`config.mk`:
```
export PLATFORM = sky130hd
export DESIGN_NAME = flash_blk_eraser
export DESIGN_NICKNAME = d
export VERILOG_FILES = /design/src/rtl/flash_blk_eraser.sv
export SDC_FILE = /design/constraint.sdc
export NUM_CORES = 1
export LEC_CHECK = 0
export BUFFER_PORTS_ARGS = -buffer_cell sky130_fd_sc_hd__buf_4
export CORE_UTILIZATION = 41
export CTS_CLUSTER_SIZE = 10
export DETAILED_ROUTE_END_ITERATION = 7
export SETUP_SLACK_MARGIN = 0.4
export SLEW_MARGIN = 25
export SYNTH_ARGS = -nofsm -noshare
export SYNTH_HDL_FRONTEND = slang
export SYNTH_SLANG_ARGS = --single-unit
```
`constraint.sdc`:
```
create_clock -name clk -period 2.5 [get_ports clk]
set_input_delay 0.25 -clock clk [delete_from_list [all_inputs] [get_ports clk]]
set_output_delay 0.25 -clock clk [all_outputs]
set_load 0.05 [all_outputs]
```
`src/rtl/flash_blk_eraser.sv`:
```
`timescale 1ns/1ps
module flash_blk_eraser #(
  parameter int ADDR_W     = 22,
  parameter int BLK_W      = 16,
  parameter int TICK_DIV   = 50000,
  parameter int SETTLE_MS  = 10,
  parameter int POLL_MS    = 10,
  parameter int VERIFY_MS  = 10,
  parameter int TIMEOUT_MS = 10000,
  parameter int MAX_TRIES  = 10
) (
  input  logic                    clk,
  input  logic                    rst_n,
  input  logic                    start,
  input  logic [ADDR_W-BLK_W-1:0] blk_sel,
  output logic                    busy,
  output logic                    done,
  output logic [1:0]              result,
  output logic [ADDR_W-1:0]       fl_addr,
  output logic [7:0]              fl_wdata,
  output logic                    fl_we,
  output logic                    fl_rd,
  output logic                    fl_gate,
  input  logic [7:0]              fl_rbyte,
  input  logic [31:0]             fl_rword
);
  localparam int NB_W  = ADDR_W - BLK_W;
  localparam int WD_W  = BLK_W - 2;
  localparam int MSMAX = (SETTLE_MS > POLL_MS) ? ((SETTLE_MS > VERIFY_MS) ? SETTLE_MS : VERIFY_MS)
                                               : ((POLL_MS > VERIFY_MS) ? POLL_MS : VERIFY_MS);
  localparam int MS_W  = $clog2(MSMAX + 1);
  localparam int PRE_W = $clog2(TICK_DIV + 1);
  localparam int ACC_W = $clog2(TIMEOUT_MS + POLL_MS + 1);
  localparam int TRY_W = $clog2(MAX_TRIES + 1);

  localparam logic [1:0] RES_OK  = 2'd0;
  localparam logic [1:0] RES_DEV = 2'd1;
  localparam logic [1:0] RES_VER = 2'd2;
  localparam logic [1:0] RES_TMO = 2'd3;

  localparam logic [7:0] CMD_CLR   = 8'h50;
  localparam logic [7:0] CMD_SETUP = 8'h20;
  localparam logic [7:0] CMD_CONF  = 8'hD0;
  localparam logic [7:0] CMD_READ  = 8'hFF;

  typedef enum logic [4:0] {
    S_IDLE, S_RD0, S_GATE0, S_CLR, S_RD1, S_GATE1, S_SETUP, S_CONF,
    S_SETTLE, S_PWAIT, S_PRD, S_PCHK, S_GATE2, S_RESTORE, S_CLR2,
    S_VWAIT, S_VRD, S_VCHK, S_FIN
  } st_t;

  st_t              st;
  logic [NB_W-1:0]  blk_r;
  logic [PRE_W-1:0] pre;
  logic [MS_W-1:0]  ms_left;
  logic [ACC_W-1:0] acc;
  logic [TRY_W-1:0] tries;
  logic [WD_W-1:0]  widx;
  logic             timed_out, dev_err;
  logic [1:0]       res_r;

  logic [ADDR_W-1:0] half_a, targ_a, word_a;
  assign half_a = ADDR_W'(1) << (BLK_W - 1);
  assign targ_a = {blk_r, BLK_W'(0)} | half_a;
  assign word_a = {blk_r, widx, 2'b00};

  logic wait_st, tick, wait_end, last_try;
  assign wait_st  = (st == S_SETTLE) || (st == S_PWAIT) || (st == S_VWAIT);
  assign tick     = (pre == PRE_W'(TICK_DIV - 1));
  assign wait_end = wait_st && tick && (ms_left == '0);
  assign last_try = (tries == TRY_W'(MAX_TRIES - 1));

  logic unused_rb;
  assign unused_rb = ^{fl_rbyte[6], fl_rbyte[4:0]};

  always_ff @(posedge clk) begin
    if (!rst_n)              pre <= '0;
    else if (!wait_st || tick) pre <= '0;
    else                     pre <= pre + PRE_W'(1);
  end

  always_ff @(posedge clk) begin
    if (!rst_n) begin
      st        <= S_IDLE;
      blk_r     <= '0;
      ms_left   <= '0;
      acc       <= '0;
      tries     <= '0;
      widx      <= '0;
      timed_out <= 1'b0;
      dev_err   <= 1'b0;
      res_r     <= RES_OK;
    end else begin
      if (wait_st && tick && ms_left != '0) ms_left <= ms_left - MS_W'(1);
      case (st)
        S_IDLE: if (start) begin
          blk_r <= blk_sel;
          tries <= '0;
          st    <= S_RD0;
        end
        S_RD0:   st <= S_GATE0;
        S_GATE0: st <= S_CLR;
        S_CLR:   st <= S_RD1;
        S_RD1:   st <= S_GATE1;
        S_GATE1: st <= S_SETUP;
        S_SETUP: st <= S_CONF;
        S_CONF: begin
          ms_left <= MS_W'(SETTLE_MS - 1);
          acc     <= '0;
          st      <= S_SETTLE;
        end
        S_SETTLE: if (wait_end) begin
          ms_left <= MS_W'(POLL_MS - 1);
          st      <= S_PWAIT;
        end
        S_PWAIT: if (wait_end) st <= S_PRD;
        S_PRD: begin
          acc <= acc + ACC_W'(POLL_MS);
          st  <= S_PCHK;
        end
        S_PCHK: begin
          if (fl_rbyte[7]) begin
            dev_err   <= fl_rbyte[5];
            timed_out <= 1'b0;
            st        <= S_GATE2;
          end else if (acc >= ACC_W'(TIMEOUT_MS)) begin
            dev_err   <= 1'b0;
            timed_out <= 1'b1;
            st        <= S_GATE2;
          end else begin
            ms_left <= MS_W'(POLL_MS - 1);
            st      <= S_PWAIT;
          end
        end
        S_GATE2: st <= S_RESTORE;
        S_RESTORE: begin
          if (timed_out) begin
            res_r <= RES_TMO;
            if (last_try) st <= S_FIN;
            else begin tries <= tries + TRY_W'(1); st <= S_RD0; end
          end else if (dev_err) begin
            st <= S_CLR2;
          end else begin
            ms_left <= MS_W'(VERIFY_MS - 1);
            widx    <= '0;
            st      <= S_VWAIT;
          end
        end
        S_CLR2: begin
          res_r <= RES_DEV;
          if (last_try) st <= S_FIN;
          else begin tries <= tries + TRY_W'(1); st <= S_RD0; end
        end
        S_VWAIT: if (wait_end) st <= S_VRD;
        S_VRD:   st <= S_VCHK;
        S_VCHK: begin
          if (fl_rword != 32'hFFFF_FFFF) begin
            res_r <= RES_VER;
            if (last_try) st <= S_FIN;
            else begin tries <= tries + TRY_W'(1); st <= S_RD0; end
          end else if (widx == '1) begin
            res_r <= RES_OK;
            st    <= S_FIN;
          end else begin
            widx <= widx + WD_W'(1);
            st   <= S_VRD;
          end
        end
        S_FIN:   st <= S_IDLE;
        default: st <= S_IDLE;
      endcase
    end
  end

  always_comb begin
    fl_addr  = '0;
    fl_wdata = '0;
    fl_we    = 1'b0;
    fl_rd    = 1'b0;
    fl_gate  = 1'b0;
    case (st)
      S_RD0:     begin fl_rd = 1'b1; fl_addr = half_a; end
      S_GATE0,
      S_GATE1,
      S_GATE2:   fl_gate = 1'b1;
      S_CLR,
      S_CLR2:    begin fl_we = 1'b1; fl_addr = half_a; fl_wdata = CMD_CLR; end
      S_RD1,
      S_PRD:     begin fl_rd = 1'b1; fl_addr = targ_a; end
      S_SETUP:   begin fl_we = 1'b1; fl_addr = targ_a; fl_wdata = CMD_SETUP; end
      S_CONF:    begin fl_we = 1'b1; fl_addr = targ_a; fl_wdata = CMD_CONF; end
      S_RESTORE: begin fl_we = 1'b1; fl_addr = targ_a; fl_wdata = CMD_READ; end
      S_VRD:     begin fl_rd = 1'b1; fl_addr = word_a; end
      default: ;
    endcase
  end

  assign busy   = (st != S_IDLE) && (st != S_FIN);
  assign done   = (st == S_FIN);
  assign result = res_r;


  strobe_excl_chk: assert property (@(posedge clk) disable iff (!rst_n)
    $onehot0({fl_we, fl_rd, fl_gate}));


  start_busy_chk: assert property (@(posedge clk) disable iff (!rst_n)
    (start && !busy && !done) |=> busy);


  setup_gated_chk: assert property (@(posedge clk) disable iff (!rst_n)
    (fl_we && fl_wdata == CMD_SETUP) |-> $past(fl_gate));


  confirm_after_setup_chk: assert property (@(posedge clk) disable iff (!rst_n)
    (fl_we && fl_wdata == CMD_CONF) |->
      ($past(fl_we && fl_wdata == CMD_SETUP) && fl_addr == $past(fl_addr)));


  restore_gated_chk: assert property (@(posedge clk) disable iff (!rst_n)
    (fl_we && fl_wdata == CMD_READ) |-> $past(fl_gate));


  verify_stop_chk: assert property (@(posedge clk) disable iff (!rst_n)
    (st == S_VCHK && fl_rword != 32'hFFFF_FFFF) |=> (st == S_RD0 || st == S_FIN));


  tries_bound_chk: assert property (@(posedge clk) disable iff (!rst_n)
    tries <= TRY_W'(MAX_TRIES - 1));


  done_pulse_chk: assert property (@(posedge clk) disable iff (!rst_n)
    done |-> (!busy ##1 !done));
endmodule

```
* Yosys cells after proc, flatten, opt, wreduce, memory -nomap -nowiden *
Index checks and enable logic that the tools add are counted.

storage, ports and cells
  flip-flop bits (word level) = 67
  input port bits = 49
  output and inout port bits = 37
  word-level logic and storage cells = 124

operators by class
  add/sub/neg operators = 5
  order comparisons = 1
  equality and inequality tests = 34
  muxes and demuxes = 43
  bitwise gates (word level) = 1
  reductions and logical operators = 30

operator list
  kind                     number
  $pmux W5 S18             1
  $pmux W22 S3             1
  $mux W14                 4
  $pmux W14 S2             2
  $eq A5 B4 Y1 const B     8
  $mux W4                  10
  $mux W5                  7
  $ne A32 B32 Y1 const B   1
  $pmux W4 S4              2
  $pmux W8 S4              1
  $eq A5 B3 Y1 const B     4
  $ne A2 B2 Y1 const B     10
  $add A16 B1 Y16 const B  1
  $eq A16 B16 Y1 const B   1
  $eq A5 B5 Y1 const B     3
  $add A14 B1 Y14 const B  1
  $add A14 B4 Y14 const B  1
  $eq A14 B14 Y1 const B   1
  $ge A14 B14 Y1 const B   1
  $eq A5 B2 Y1 const B     2
  $reduce_or A5 Y1         2
  $mux W1                  8
  $mux W2                  4
  $reduce_and A4 Y1        2
  other kinds (24)         36

* Logic depth before layout (Yosys ltp) *
  word-level depth = 9
  mapped depth = 9

* Least setup slack after synthesis *
OpenSTA, ideal clock, no wires.

  kind = register to output
  start point = register st[0]
  end point = output port fl_we
  data arrival time = 2.519 ns
  setup slack = -0.269 ns
  stages on the path, launching flop included = 6
  cells stage by stage = dfxtp_1 -> clkbuf_1 -> clkbuf_1 -> buf_1 -> nor2_1 -> a311oi_1

between the ends
  cells in the longest elaborated chain, start to end = 3
  elaborated cells on any way between the ends = 7

ends and longest elaborated chain
  item                                  RTL line  source
  start: declaration                    52        st_t st;
  start signal: assignment              84        st <= S_IDLE;
  start signal: assignment              99        st <= S_RD0;
  start signal: assignment              101       S_RD0: st <= S_GATE0;
  $eq A5 B4 Y1 (tied with other cells)  181       case (st)
  $reduce_or A5 Y1 (no source line) *   -
  $mux W1 *                             181
  end: declaration                      21        output logic fl_we,

Every way passes the cells marked *; elsewhere a longest branch is shown, timed or not.

* Worst setup path after layout *
  start point = register pre[7]
  end point = register ms_left[3]

between the ends
  cells in the longest elaborated chain, start to end = 7
  elaborated cells on any way between the ends = 11

ends and longest elaborated chain
  item                               RTL line  source
  start: declaration                 54        logic [PRE_W-1:0] pre;
  start signal: assignment           79        else pre <= pre + PRE_W'(1);
  $eq A16 B16 Y1 *                   69        assign tick = (pre == PRE_W'(TICK_DIV - 1));
  $logic_and A1 B1 Y1 *              70, 94
  $logic_and A1 B1 Y1                94        if (wait_st && tick && ms_left != '0) ms_left <= ms_left - MS_W'(1);
  $mux W4                            94
  $mux W4, on equally long branches  141, 126
  $mux W4, on equally long branches  137, 122
  $pmux W4 S4 *                      95        case (st)
  end signal: assignment             94
  end signal: assignment             108       ms_left <= MS_W'(SETTLE_MS - 1);
  end signal: assignment             144       ms_left <= MS_W'(VERIFY_MS - 1);
  end: declaration                   55        logic [MS_W-1:0] ms_left;

Marked as above.
A chain may end at the register's enable or synchronous reset.

==> flow_summary_export.csv <==
group,metric,value,unit
setup_path,rrSetupSlack,0.34,ns
yosys,yosys_warnings,0,
setup_path,cp_max_fo,4,
hold_path,min_path_type,"primary input to register",
routing,drc_errors,0,
grt,grtUsageMet2,36.41,%
final_layout,final_area,5580,um^2
final_layout,syn_to_final_growth,41.18,%
routing,dr.pass1.iters,4,
yosys,synth_top_area_share,33.43,%
grt,grt_pass1_vias,3791,
grt,grt_use_met3,3.691,%
pwr,p_leak,2.295,nW
clocking,clock-root-buffer,"clkbuf_8",
timing,max_slew_margin,64.59,%
grt,grt_overflow,0,
setup_path,crit_type,"register to register",
pwr,cellPowerDensity,520.6,nW/um^2
routing,viasPerCell,5.486,
final_layout,num-nets-final,664,
timing,finalMaxSlewViolations,0,
clocking,clkLatencyLatePin,0.35,ns
timing,finalCritPeriodShare,86.46,%
floorplan,io_pins,86,
final_layout,drive_gt1_share,33.39,%
floorplan,initial_core_util,42.57,%
grt,grt_pass1_wl,17630,um
routing,wirelength,10840,um
yosys,synthTopCellsByArea,"dfxtp_1 (33%), nor2_1 (4.7%), nand2_1 (4.0%)",
grt,antenna_found_initial,0,
pwr,vdd_ir_drop_max,0.3248,mV
yosys,avgSynthCellArea,7.750,um^2
clocking,cts.clk_slew.worst_paths,0.08,ns
clocking,cts_made_buffers,9,
clocking,cts_buffer_depth,2,
final_layout,seqCellArea,1340,um^2
run_status,status,"finished, final reports clean",
floorplan,coreArea,9284,um^2
timing,hold_viol,0,
placed_design,io_buffers,77,
floorplan,dieHeight,100.2,um
clocking,clock-sinks,66,
floorplan,rows,35,
grt,gr-usage-all-layers,22.11,%
routing,ant_nets,0,
yosys,yosysSeqAreaShare,33.43,%
grt,grt_use_met1,28.87,%
yosys,ys_types,59,
clocking,tritoncts,"yes",
grt,busiest_layer,"met2",
clocking,htreeDepth,3,
yosys,ys_ff_latch,66,
timing,worstMarginPinSlew,0.5293,ns
final_layout,multi_input_area,2733,um^2
yosys,async_flop_share,0,%
placed_design,dp_hpwl,7428,um
yosys,synth_edf_count,0,
floorplan,die_x,100.2,um
hold_path,hold_path_depth,3,
timing,setup_viol,0,
setup_path,startpoint_type,"register",
setup_path,critPathRequiredTime,2.74,ns
hold_path,min_from,"blk_sel[0]",
yosys,synth_most_common_cell,"dfxtp_1",
timing,fmax,462.6,MHz
setup_path,r2r-end,"ms_left[3]",
routing,routedWlPerCell,14.59,um
placed_design,post_dp_cell_area,4823,um^2
final_layout,antenna_cells,0,
floorplan,dieArea,10040,um^2
clocking,hold_buffers,0,
final_layout,fillerInstances,847,
placed_design,gp_congestion,0.8391,
timing,clock-skew-final,0.01330,ns
setup_path,timing.rr.start,"pre[7]",
setup_path,crit_arrival,2.40,ns
yosys,netlist_instances,510,
timing,rsz0062_at_grt,"yes",
routing,vias,4076,
timing,tns,0,ns
timing,min_period,2.162,ns
yosys,synth_commonest_cells,"dfxtp_1 (66), nor2_1 (49), nand2_1 (42), a21oi_1 (30), o21ai_0 (26)",
setup_path,worstRegToRegCells,6,
yosys,netlist_area,3953,um^2
yosys,synth_ff_type,"dfxtp_1",
routing,drtIter0Drc,219,
grt,grt_start_max_net_pins,36,
setup_path,crit_path_end_kind,"register",
yosys,synth.largest_area_cell,"dfxtp_1",
job,cap_violations,0,
hold_path,min_to,"blk_r[0]",
-- worst max-delay path by stage --
stage	slack, ns	cells after the start	end	from
after floorplan	0.18	4	fl_addr[11]	st[2]
after global placement	0.28	8	fl_addr[21]	st[0]
after detailed placement	0.28	8	fl_addr[21]	st[0]
after CTS	0.35	6	ms_left[3]	pre[7]
after global routing	0.28	6	ms_left[3]	pre[7]
final	0.34	6	ms_left[3]	pre[7]
-- cell usage in the layout, fill, tap and decap left out, types with 10 or more instances in the layout --
master	Yosys	layout
a21oi_1	30	27
nand3_1	25	23
clkbuf_8	0	10
mux2i_1	15	15
nand2_1	42	39
xnor2_1	10	10
and2_4	0	10
nor2b_1	19	11
and3_1	15	15
o21ai_0	26	22
buf_6	0	17
buf_4	7	89
dfxtp_1	66	59
buf_8	0	11
nor2_1	49	44
nand4_1	19	19
xor2_1	11	11
inv_1	11	10
-- registers in the layout (all words and copies together) (netlist names), 2 cells and up --
signal,count
acc,13
blk_r,6
ms_left,4
pre,16
result,2
st,5
tries,4
widx,14
-- power breakdown --
group / leakage (nW) / switching, mW / total (mW) / internal (mW)
registers: 0.537 / 0.0421 / 1.13 / 1.09
logic: 1.66 / 0.464 / 0.844 / 0.379
clock network: 0.0962 / 0.441 / 0.934 / 0.493
total: 2.30 / 0.947 / 2.90 / 1.96
-- worst max-delay path, cell delays in order, from the launching register on --
cell	delay, ns
dfxtp_2	0.32
or4_1	0.50
or4_4	0.47
nor2_4	0.13
nand2_2	0.08
o41a_1	0.32
o31a_1	0.23
-- timing repair --
action	in CTS	in global routing
pin swaps	8	11
gates resized for setup	59	49
buffers inserted	13	3
endpoints found under the setup margin	44	51
gates cloned	2	0
-- layer usage --
layer  part of all wire [%]  wire length, um
met2                     47             5048
met4                    1.5              162
met5                      0                0
met1                     47             5057
met3                    5.3              575
-- per-stage QoR --
| stage | hold WS [ns] | power [mW] | util [%] | setup WS [ns] | std cells |
|---|---|---|---|---|---|
| after global placement | 0.4428 | 1.823 | 51.95 | 0.2821 | 709 |
| final | 0.1529 | 2.905 | 60.11 | 0.3385 | 743 |
| after detailed placement | 0.4487 | 1.830 | 51.95 | 0.2775 | 709 |
| after CTS | 0.1400 | 2.863 | 57.99 | 0.3478 | 740 |
| after global routing | 0.1560 | 3.033 | 60.11 | 0.2774 | 743 |
| after floorplan | 0.4162 | 1.604 | - | 0.1784 | 511 |
-- cells by family after synthesis --
kind of cell / Yosys count / share of synthesized area (%)
buf+inv: 44 / 4.875
fa+ha+maj: 6 / 1.899
xor+xnor: 21 / 4.653
compound gates: 107 / 17.54
mux: 15 / 3.799
other cells: 1 / 0.09488
simple gates: 250 / 33.71
flops: 66 / 33.43
-- area by class of cell --
class	count	area share (%)
clock buffers	11	2.534
clock inverters	5	1.121
inverters	11	0.8072
multi-input cells	401	48.97
flip-flops and latches	66	24.01
well taps	129	2.892
repair buffers	120	19.66
(Power assumes the default switching activity.)
